### src/rtl/rs_pkg.sv
package rs_pkg;

    typedef enum logic [1:0] {
        ST_BOUND = 2'd0,
        ST_BODY  = 2'd1,
        ST_FLUSH = 2'd2
    } rs_state_e;

endpackage

### src/rtl/rs_ratio_sel.sv
module rs_ratio_sel #(
    parameter int WW = 4
) (
    input  logic          clk,
    input  logic          rst_n,
    input  logic [WW-1:0] wt_a,
    input  logic [WW-1:0] wt_b,
    input  logic          rec_done,
    input  logic          restart,
    output logic          sel_b
);
    localparam int SW = WW + 1;

    logic [WW-1:0] eff_a;
    logic [WW-1:0] eff_b;
    logic [SW-1:0] period;
    logic [SW-1:0] slot_q;
    logic [SW-1:0] slot_inc;

    always_comb begin
        if (wt_a == '0 && wt_b == '0) begin
            eff_a = WW'(1);
            eff_b = WW'(1);
        end else begin
            eff_a = wt_a;
            eff_b = wt_b;
        end
        period   = {1'b0, eff_a} + {1'b0, eff_b};
        slot_inc = slot_q + SW'(1);
        sel_b    = (slot_q >= {1'b0, eff_a});
    end

    always_ff @(posedge clk) begin
        if (!rst_n || restart) begin
            slot_q <= '0;
        end else if (rec_done) begin
            if (slot_inc >= period) begin
                slot_q <= '0;
            end else begin
                slot_q <= slot_inc;
            end
        end
    end

endmodule

### src/rtl/rs_word_pos.sv
module rs_word_pos #(
    parameter int REC_WORDS = 50
) (
    input  logic clk,
    input  logic rst_n,
    input  logic word_fire,
    output logic last_word
);
    localparam int CW = (REC_WORDS > 1) ? $clog2(REC_WORDS) : 1;

    logic [CW-1:0] pos_q;

    assign last_word = (pos_q == CW'(REC_WORDS - 1));

    always_ff @(posedge clk) begin
        if (!rst_n) begin
            pos_q <= '0;
        end else if (word_fire) begin
            if (last_word) begin
                pos_q <= '0;
            end else begin
                pos_q <= pos_q + CW'(1);
            end
        end
    end

endmodule

### src/rtl/rs_cmd_dup.sv
module rs_cmd_dup #(
    parameter int DW = 16
) (
    input  logic          clk,
    input  logic          rst_n,
    input  logic          load,
    input  logic [DW-1:0] load_data,
    input  logic          a_ready,
    input  logic          b_ready,
    output logic          pend_a,
    output logic          pend_b,
    output logic [DW-1:0] hold_data,
    output logic          done
);
    logic take_a;
    logic take_b;

    assign take_a = pend_a & a_ready;
    assign take_b = pend_b & b_ready;
    assign done   = (pend_a | pend_b) & (~pend_a | a_ready) & (~pend_b | b_ready);

    always_ff @(posedge clk) begin
        if (!rst_n) begin
            pend_a    <= 1'b0;
            pend_b    <= 1'b0;
            hold_data <= '0;
        end else if (load) begin
            pend_a    <= 1'b1;
            pend_b    <= 1'b1;
            hold_data <= load_data;
        end else begin
            if (take_a) pend_a <= 1'b0;
            if (take_b) pend_b <= 1'b0;
        end
    end

endmodule

### src/rtl/rs_distributor.sv
module rs_distributor
    import rs_pkg::*;
#(
    parameter int DW        = 16,
    parameter int WW        = 4,
    parameter int REC_WORDS = 50
) (
    input  logic          clk,
    input  logic          rst_n,
    input  logic [WW-1:0] cfg_wt_a,
    input  logic [WW-1:0] cfg_wt_b,
    input  logic          in_valid,
    output logic          in_ready,
    input  logic [DW-1:0] in_data,
    input  logic          in_tag,
    output logic          a_valid,
    input  logic          a_ready,
    output logic [DW-1:0] a_data,
    output logic          a_tag,
    output logic          b_valid,
    input  logic          b_ready,
    output logic [DW-1:0] b_data,
    output logic          b_tag
);
    rs_state_e     st_q;
    rs_state_e     st_d;
    logic          sel_b;
    logic          last_word;
    logic          is_cmd;
    logic          in_fire;
    logic          data_fire;
    logic          cmd_fire;
    logic          rec_done;
    logic          pend_a;
    logic          pend_b;
    logic          cmd_done;
    logic [DW-1:0] hold_data;
    logic          sel_ready;

    // command only on the first word at a record boundary
    assign is_cmd    = (st_q == ST_BOUND) & in_tag;
    assign sel_ready = sel_b ? b_ready : a_ready;
    assign in_fire   = in_valid & in_ready;
    assign cmd_fire  = in_fire & is_cmd;
    assign data_fire = in_fire & ~is_cmd;
    assign rec_done  = data_fire & last_word;

    rs_ratio_sel #(.WW(WW)) u_ratio (
        .clk      (clk),
        .rst_n    (rst_n),
        .wt_a     (cfg_wt_a),
        .wt_b     (cfg_wt_b),
        .rec_done (rec_done),
        .restart  (cmd_fire),
        .sel_b    (sel_b)
    );

    rs_word_pos #(.REC_WORDS(REC_WORDS)) u_pos (
        .clk       (clk),
        .rst_n     (rst_n),
        .word_fire (data_fire),
        .last_word (last_word)
    );

    rs_cmd_dup #(.DW(DW)) u_dup (
        .clk       (clk),
        .rst_n     (rst_n),
        .load      (cmd_fire),
        .load_data (in_data),
        .a_ready   (a_ready),
        .b_ready   (b_ready),
        .pend_a    (pend_a),
        .pend_b    (pend_b),
        .hold_data (hold_data),
        .done      (cmd_done)
    );

    // state register
    always_ff @(posedge clk) begin
        if (!rst_n) begin
            st_q <= ST_BOUND;
        end else begin
            st_q <= st_d;
        end
    end

    // next state
    always_comb begin
        st_d = st_q;
        unique case (st_q)
            ST_BOUND: begin
                if (cmd_fire) begin
                    st_d = ST_FLUSH;          // T_CMD
                end else if (data_fire && !last_word) begin
                    st_d = ST_BODY;           // T_START
                end                           // T_SINGLE keeps ST_BOUND
            end
            ST_BODY: begin
                if (rec_done) st_d = ST_BOUND; // T_END
            end
            ST_FLUSH: begin
                if (cmd_done) st_d = ST_BOUND; // T_DONE
            end
            default: st_d = ST_BOUND;
        endcase
    end

    // outputs
    always_comb begin
        in_ready = 1'b0;
        a_valid  = 1'b0;
        b_valid  = 1'b0;
        a_data   = in_data;
        b_data   = in_data;
        a_tag    = 1'b0;
        b_tag    = 1'b0;
        unique case (st_q)
            ST_BOUND: begin
                if (in_tag) begin
                    in_ready = 1'b1;
                end else begin
                    in_ready = sel_ready;
                    a_valid  = in_valid & ~sel_b;
                    b_valid  = in_valid & sel_b;
                end
            end
            ST_BODY: begin
                in_ready = sel_ready;
                a_valid  = in_valid & ~sel_b;
                b_valid  = in_valid & sel_b;
            end
            ST_FLUSH: begin
                a_valid = pend_a;
                b_valid = pend_b;
                a_data  = hold_data;
                b_data  = hold_data;
                a_tag   = 1'b1;
                b_tag   = 1'b1;
            end
            default: begin
                in_ready = 1'b0;
            end
        endcase
    end

endmodule

### config.mk
export PLATFORM = sky130hd
export DESIGN_NAME = rs_distributor
export DESIGN_NICKNAME = d
export VERILOG_FILES = /design/src/rtl/rs_pkg.sv /design/src/rtl/rs_ratio_sel.sv /design/src/rtl/rs_word_pos.sv /design/src/rtl/rs_cmd_dup.sv /design/src/rtl/rs_distributor.sv
export SDC_FILE = /design/constraint.sdc
export NUM_CORES = 1
export LEC_CHECK = 0
export ABC_CLOCK_PERIOD_IN_PS = 3470
export BUFFER_PORTS_ARGS = -buffer_cell sky130_fd_sc_hd__buf_2
export CORE_MARGIN = 5
export CORE_UTILIZATION = 51
export CTS_CLUSTER_SIZE = 14
export DETAILED_ROUTE_END_ITERATION = 12
export PLACE_DENSITY = 0.87
export SYNTH_ARGS = -nofsm -noshare
export SYNTH_HDL_FRONTEND = slang
export SYNTH_SLANG_ARGS = --single-unit
export TNS_END_PERCENT = 1
### constraint.sdc
create_clock -name clk -period 3.47 [get_ports clk]
set_input_delay 0.5205 -clock clk [delete_from_list [all_inputs] [get_ports clk]]
set_output_delay 0.5205 -clock clk [all_outputs]
set_load 0.005 [all_outputs]
**Yosys cells after proc, flatten, opt, wreduce, memory -nomap -nowiden**

Index checks and enable logic that the tools add are counted.

- Add/sub/neg operators: 3
- $lt $le $gt $ge: 2
- Equal/unequal tests: 6
- Multiplexer cells: 22
- Bitwise operators: 18
- Reduce and logical (&&, ||, !) cells: 11

Operator list:

| kind | count |
|---|---|
| two-way mux 16 bit | 1 |
| AND 1 bit | 11 |
| two-way mux 1 bit | 9 |
| zero test 4 bit | 2 |
| two-way mux 2 bit | 4 |
| two-way mux 4 bit | 2 |
| adder 6 x 1 -> 6 bit (second input constant) | 1 |
| == test 6 bit (second input constant) | 1 |
| two-way mux 6 bit | 1 |
| case mux 1 bit (3 select lines) | 2 |
| case mux 2 bit (3 select lines) | 1 |
| adder 4 x 4 -> 5 bit | 1 |
| adder 5 x 1 -> 5 bit (second input constant) | 1 |
| greater-or-equal comparator 5 x 4 -> 1 bit | 1 |
| greater-or-equal comparator 5 bit | 1 |
| two-way mux 5 bit | 1 |
| inequality test 2 bit (second input constant) | 2 |
| inverter 1 bit | 4 |
| nonzero test 2 bit | 2 |
| inequality test 3 x 1 -> 1 bit (second input constant) | 1 |
| OR 1 bit | 3 |
| AND reduction 3 bit | 1 |
| == test 2 x 1 -> 1 bit (second input constant) | 1 |
| == test 2 bit (second input constant) | 1 |
| 5 further kinds | 7 |

- Register bits: 31
- Bits of input ports: 30
- Output and inout bits: 37
- Logic and storage cells: 68

**Longest topological paths before layout**

- Word-level depth: 13
- Gate-level depth with buffers: 15
- Mapped depth without buffers: 15

**By module**

Synthesis repeated with hierarchy kept, for this count alone.

- Cells, all modules: 229
- Area total of the unflattened synthesis: 2,232.1 µm²

Modules (own cells, without submodules):

| module | instances | cells each | area each (µm²) | seq. area each (µm²) |
|---|---|---|---|---|
| rs_cmd_dup | 1 | 59 | 691.9 | 360.3 |
| rs_ratio_sel | 1 | 75 | 641.9 | 100.1 |
| rs_distributor | 1 | 57 | 556.8 | 40.0 |
| rs_word_pos | 1 | 38 | 341.6 | 120.1 |

**Worst setup path after synthesis**

OpenSTA, ideal clock, no wires.

- Path kind: in2reg
- Start point: input port cfg_wt_a[1]
- End point: register u_ratio.slot_q[2]
- Library setup time: 0.075 ns
- Arrival: 3.090 ns
- Required time: 3.395 ns
- Path slack: 0.305 ns
- Cell stages on the path: 14
- Path through: nor4_1 nand2_1 o21bai_1 ha_1 inv_1 fa_1 xnor2_1 xnor2_1 ha_1 a21o_1 a31oi_1 o21ai_0 or2_2 o22ai_1

- Longest elaborated chain between the ends: 10
- Elaborated cells on any way between the ends: 16
- Those cells by class: 1 x add/sub; 2 x order compare; 6 x mux; 4 x bitwise; 3 x reduce/logical

Ends and longest elaborated chain:

| item | RTL line | RTL |
|---|---|---|
| from (decl) | rs_distributor.sv:10 | `input logic [WW-1:0] cfg_wt_a,` |
| zero test 4 bit | rs_ratio_sel.sv:21 | `if (wt_a == '0 && wt_b == '0) begin` |
| logical AND 1 bit | rs_ratio_sel.sv:21 |  |
| two-way mux 4 bit | rs_ratio_sel.sv:21 |  |
| greater-or-equal comparator 5 x 4 -> 1 bit | rs_ratio_sel.sv:30 | `sel_b = (slot_q >= {1'b0, eff_a});` |
| two-way mux 1 bit | rs_distributor.sv:42 | `assign sel_ready = sel_b ? b_ready : a_ready;` |
| two-way mux 1 bit | rs_distributor.sv:119 | `if (in_tag) begin` |
| case mux 1 bit (2 select lines) | rs_distributor.sv:117 | `unique case (st_q)` |
| AND 1 bit | rs_distributor.sv:43 | `assign in_fire = in_valid & in_ready;` |
| AND 1 bit, on equally long branches | rs_distributor.sv:45, rs_distributor.sv:44 |  |
| AND 1 bit or logical OR 1 bit (tied branches) | rs_distributor.sv:46, rs_ratio_sel.sv:34 |  |
| to (signal assigned) | rs_ratio_sel.sv:40 | `slot_q <= slot_inc;` |
| to (decl) | rs_ratio_sel.sv:17 | `logic [SW-1:0] slot_q;` |

Parallel ways exist; a longest one is shown, timed or not.
A chain may end at the register's enable or synchronous reset.

**Final worst setup path**

Same ends and word-level chain as after synthesis.

==> reports/metrics.csv <==
metric;value;unit
synth_flop_cell;dfxtp_1;
diodes;0;
dr_total_vias;1927;
drt_iter0_drc;112;
critPathLaunch;cfg_wt_a[1];
num-nets-final;374;
via_per_inst;5.098;
finish.instance_area;2405;um2
max-cap-violations;0;
numClockSinks;31;
rows;23;
yosysSeqAreaShare;29.54;%
ff_latch_area;620.6;um2
overflow;0;
endpoint;u_ratio.slot_q[2];
dp_cells;371;
rr_endpoint;u_pos.pos_q[4];
synth_seq_cells;31;
maxSlewViolCount;0;
path_clk_slew;0.07;ns
io_buffer_count;66;
crit_chain;buf_2, nor4_1, nand2_1, o21bai_1, ha_1, inv_1, fa_1, xnor2_1, xnor2_1, ha_1, a21o_1, a31oi_1, o21ai_1, or2_2, o22ai_1;
postCtsSetupBuffers;0;
outcome;finished clean;
die_area;5503;um2
synth_common_cells;90 x nand2_1, 31 x dfxtp_1, 18 x nor2_1;
synthCells;286;
hold_path_class;flop to flop;
cts_root_buf;clkbuf_8;
rr_startpoint;u_ratio.slot_q[0];
fillers;370;
synth_edf_count;0;
worstHoldStart;u_dup.hold_data[10];
yosysTopAreaCellShare;29.54;%
max_stage_delay;0.39;ns
critical_path_depth;15;
timing.hold.ws;0.4640;ns
fp.dieW;74.18;um
core;4000;um2
finalHoldViolations;0;
cts_buffers;5;
syn-cell-area;2101;um2
routed_wl;4521;um
clock_latency;0.28;ns
period_needed;3.176;ns
min_period_over_period;91.52;%
p_leak;1.178;nW
cp_data_required_time;3.68;ns
rrSetupSlack;1.22;ns
drc;0;
chipHeight;74.18;um
skew;0.002764;ns
cts_buffer_depth;2;
start_kind;input port;
drive_gt1_share;24.39;%
grt_setup_unrepaired;false;
dr.pass1.iters;4;
critical_path_class;input port to flop;
grt_pass1_wl;7155;um
dpl.hpwl;3472;um
cp-end-kind;flop;
synthDistinctLibCells;43;
critPathMaxFanout;6;
fin_ws;0.2943;ns
place_area;2317;um2
grt_max_degree;29;
synth.most_common_cell;nand2_1;
postLayoutCoreUtil;60.12;%
yosys_warnings;0;
stdcell_count;378;
yosys.area.top_type;dfxtp_1;
track_usage;16.54;%
antenna_found_initial;0;
h-tree-depth;2;
syn-mean-instance-area;7.345;um2
finalSetupViolations;0;
wl_per_cell;11.96;um
ios;67;
hold_buffers;0;
cp_slowest_cell;fa_1;
fmax;314.9;MHz
crit_arrival;3.39;ns
worstMarginPinSlew;0.6684;ns
r2r_cells;8;
start_util;52.52;%
syn_nets;332;
antenna_left;0;
path_delay_family;adder cells;
tritoncts;yes;
ys_top_cells_by_area;dfxtp_1 30%, nand2_1 16%, ha_1 8.9%;
pwr_density_cell;351.2;nW/um2
peakVddDrop;0.0001843;V
grt_pass1_vias;1730;
multi_input_area;1251;um2
detailedPlace.worstSlack;-0.08606;ns
critPathBufInv;2;
area_growth;14.47;%
relSlewSlack;55.33;%
place_congestion;0.7921;
ys_async_sr_fraction;0;%
registers in the layout (all words and copies together) (netlist names):
register         count
u_dup.pend_a         1
u_ratio.slot_q       5
u_pos.pos_q          6
u_dup.pend_b         1
st_q                 2
u_dup.hold_data     16
per-stage QoR:
step	setup TNS, ns	total power [mW]
final	0	0.8446
after global routing	0	0.8901
after CTS	0	0.8518
after detailed placement	-0.1274	0.5645
after global placement	0	0.5602
after floorplan	0	0.5139
report_power, final:
group / switching, mW / internal, mW / total [mW]
sequential: 0.00826 / 0.370 / 0.378
clock: 0.134 / 0.155 / 0.289
combinational: 0.0980 / 0.0798 / 0.178
total: 0.240 / 0.605 / 0.845
cells in the final DEF, fill, tap and decap left out, types with 2 or more instances in the layout:
cell,synthesis,layout
nand3b_1,2,2
inv_1,12,12
nand2b_1,3,3
dfxtp_1,31,31
o21a_1,2,2
a21oi_1,5,5
nor2b_1,7,7
o21bai_1,2,2
ha_1,15,15
nor4_1,3,3
o21ai_0,4,3
a21boi_0,17,17
clkbuf_8,0,6
o31ai_1,2,2
nand2_1,90,90
xor2_1,3,3
mux2i_1,6,6
nand3_1,5,5
buf_2,0,66
nor2_1,18,18
xnor2_1,5,5
o21ai_1,1,2
cells by family (layout without fill, tap and decap cells):
family / Yosys count / count (layout) / share of synthesized area [%]
multiplexers: 6 / 6 / 2.859
XOR/XNOR: 8 / 8 / 3.335
adder cells (fa/ha/maj): 17 / 17 / 10.36
AO/OA/AOI/OAI: 42 / 42 / 14.71
AND/OR/NAND/NOR: 138 / 138 / 28.29
buffers and inverters: 44 / 86 / 10.90
flip-flops: 31 / 31 / 29.54
metal layers:
layer | vias to the layer above | GRT usage [%] | routed length [um]
li1 | 1001 | - | -
met1 | 860 | 19.70 | 1979
met2 | 62 | 29.33 | 2123
met3 | 4 | 4.054 | 384
met4 | 0 | 4.829 | 34
met5 | - | 0 | 0
final cells by class:
type / count / area share (%)
flip-flops and latches: 31 / 25.81
inverters: 12 / 1.873
repair buffers: 67 / 14.05
clock buffers: 6 / 3.434
well taps: 50 / 2.601
multi-input cells: 211 / 52.03
clock inverters: 1 / 0.2081
repair_timing:
item | in CTS | in global routing
endpoints found under the setup margin | 0 | 1
gates resized for setup | 0 | 1
endpoints found under the hold margin | 0 | 0
worst min-delay path, delay by kind of cell (launching register included):
kind               cells  cell delay, ns
AOI/OAI and AO/OA      1            0.06
DFF                    1            0.31
and+or+nand+nor        1            0.04
worst min-delay path by stage:
| stage | to | slack [ns] | cells past startpoint |
|---|---|---|---|
| after global routing | u_dup.hold_data[14] | 0.49 | 2 |
| after floorplan | u_dup.hold_data[10] | 0.44 | 2 |
| after detailed placement | u_dup.hold_data[10] | 0.46 | 2 |
| after global placement | u_dup.hold_data[4] | 0.45 | 2 |
| after CTS | u_dup.hold_data[10] | 0.47 | 2 |
| final | u_dup.hold_data[10] | 0.46 | 2 |
Note: power is estimated with default switching activity, not from simulation.
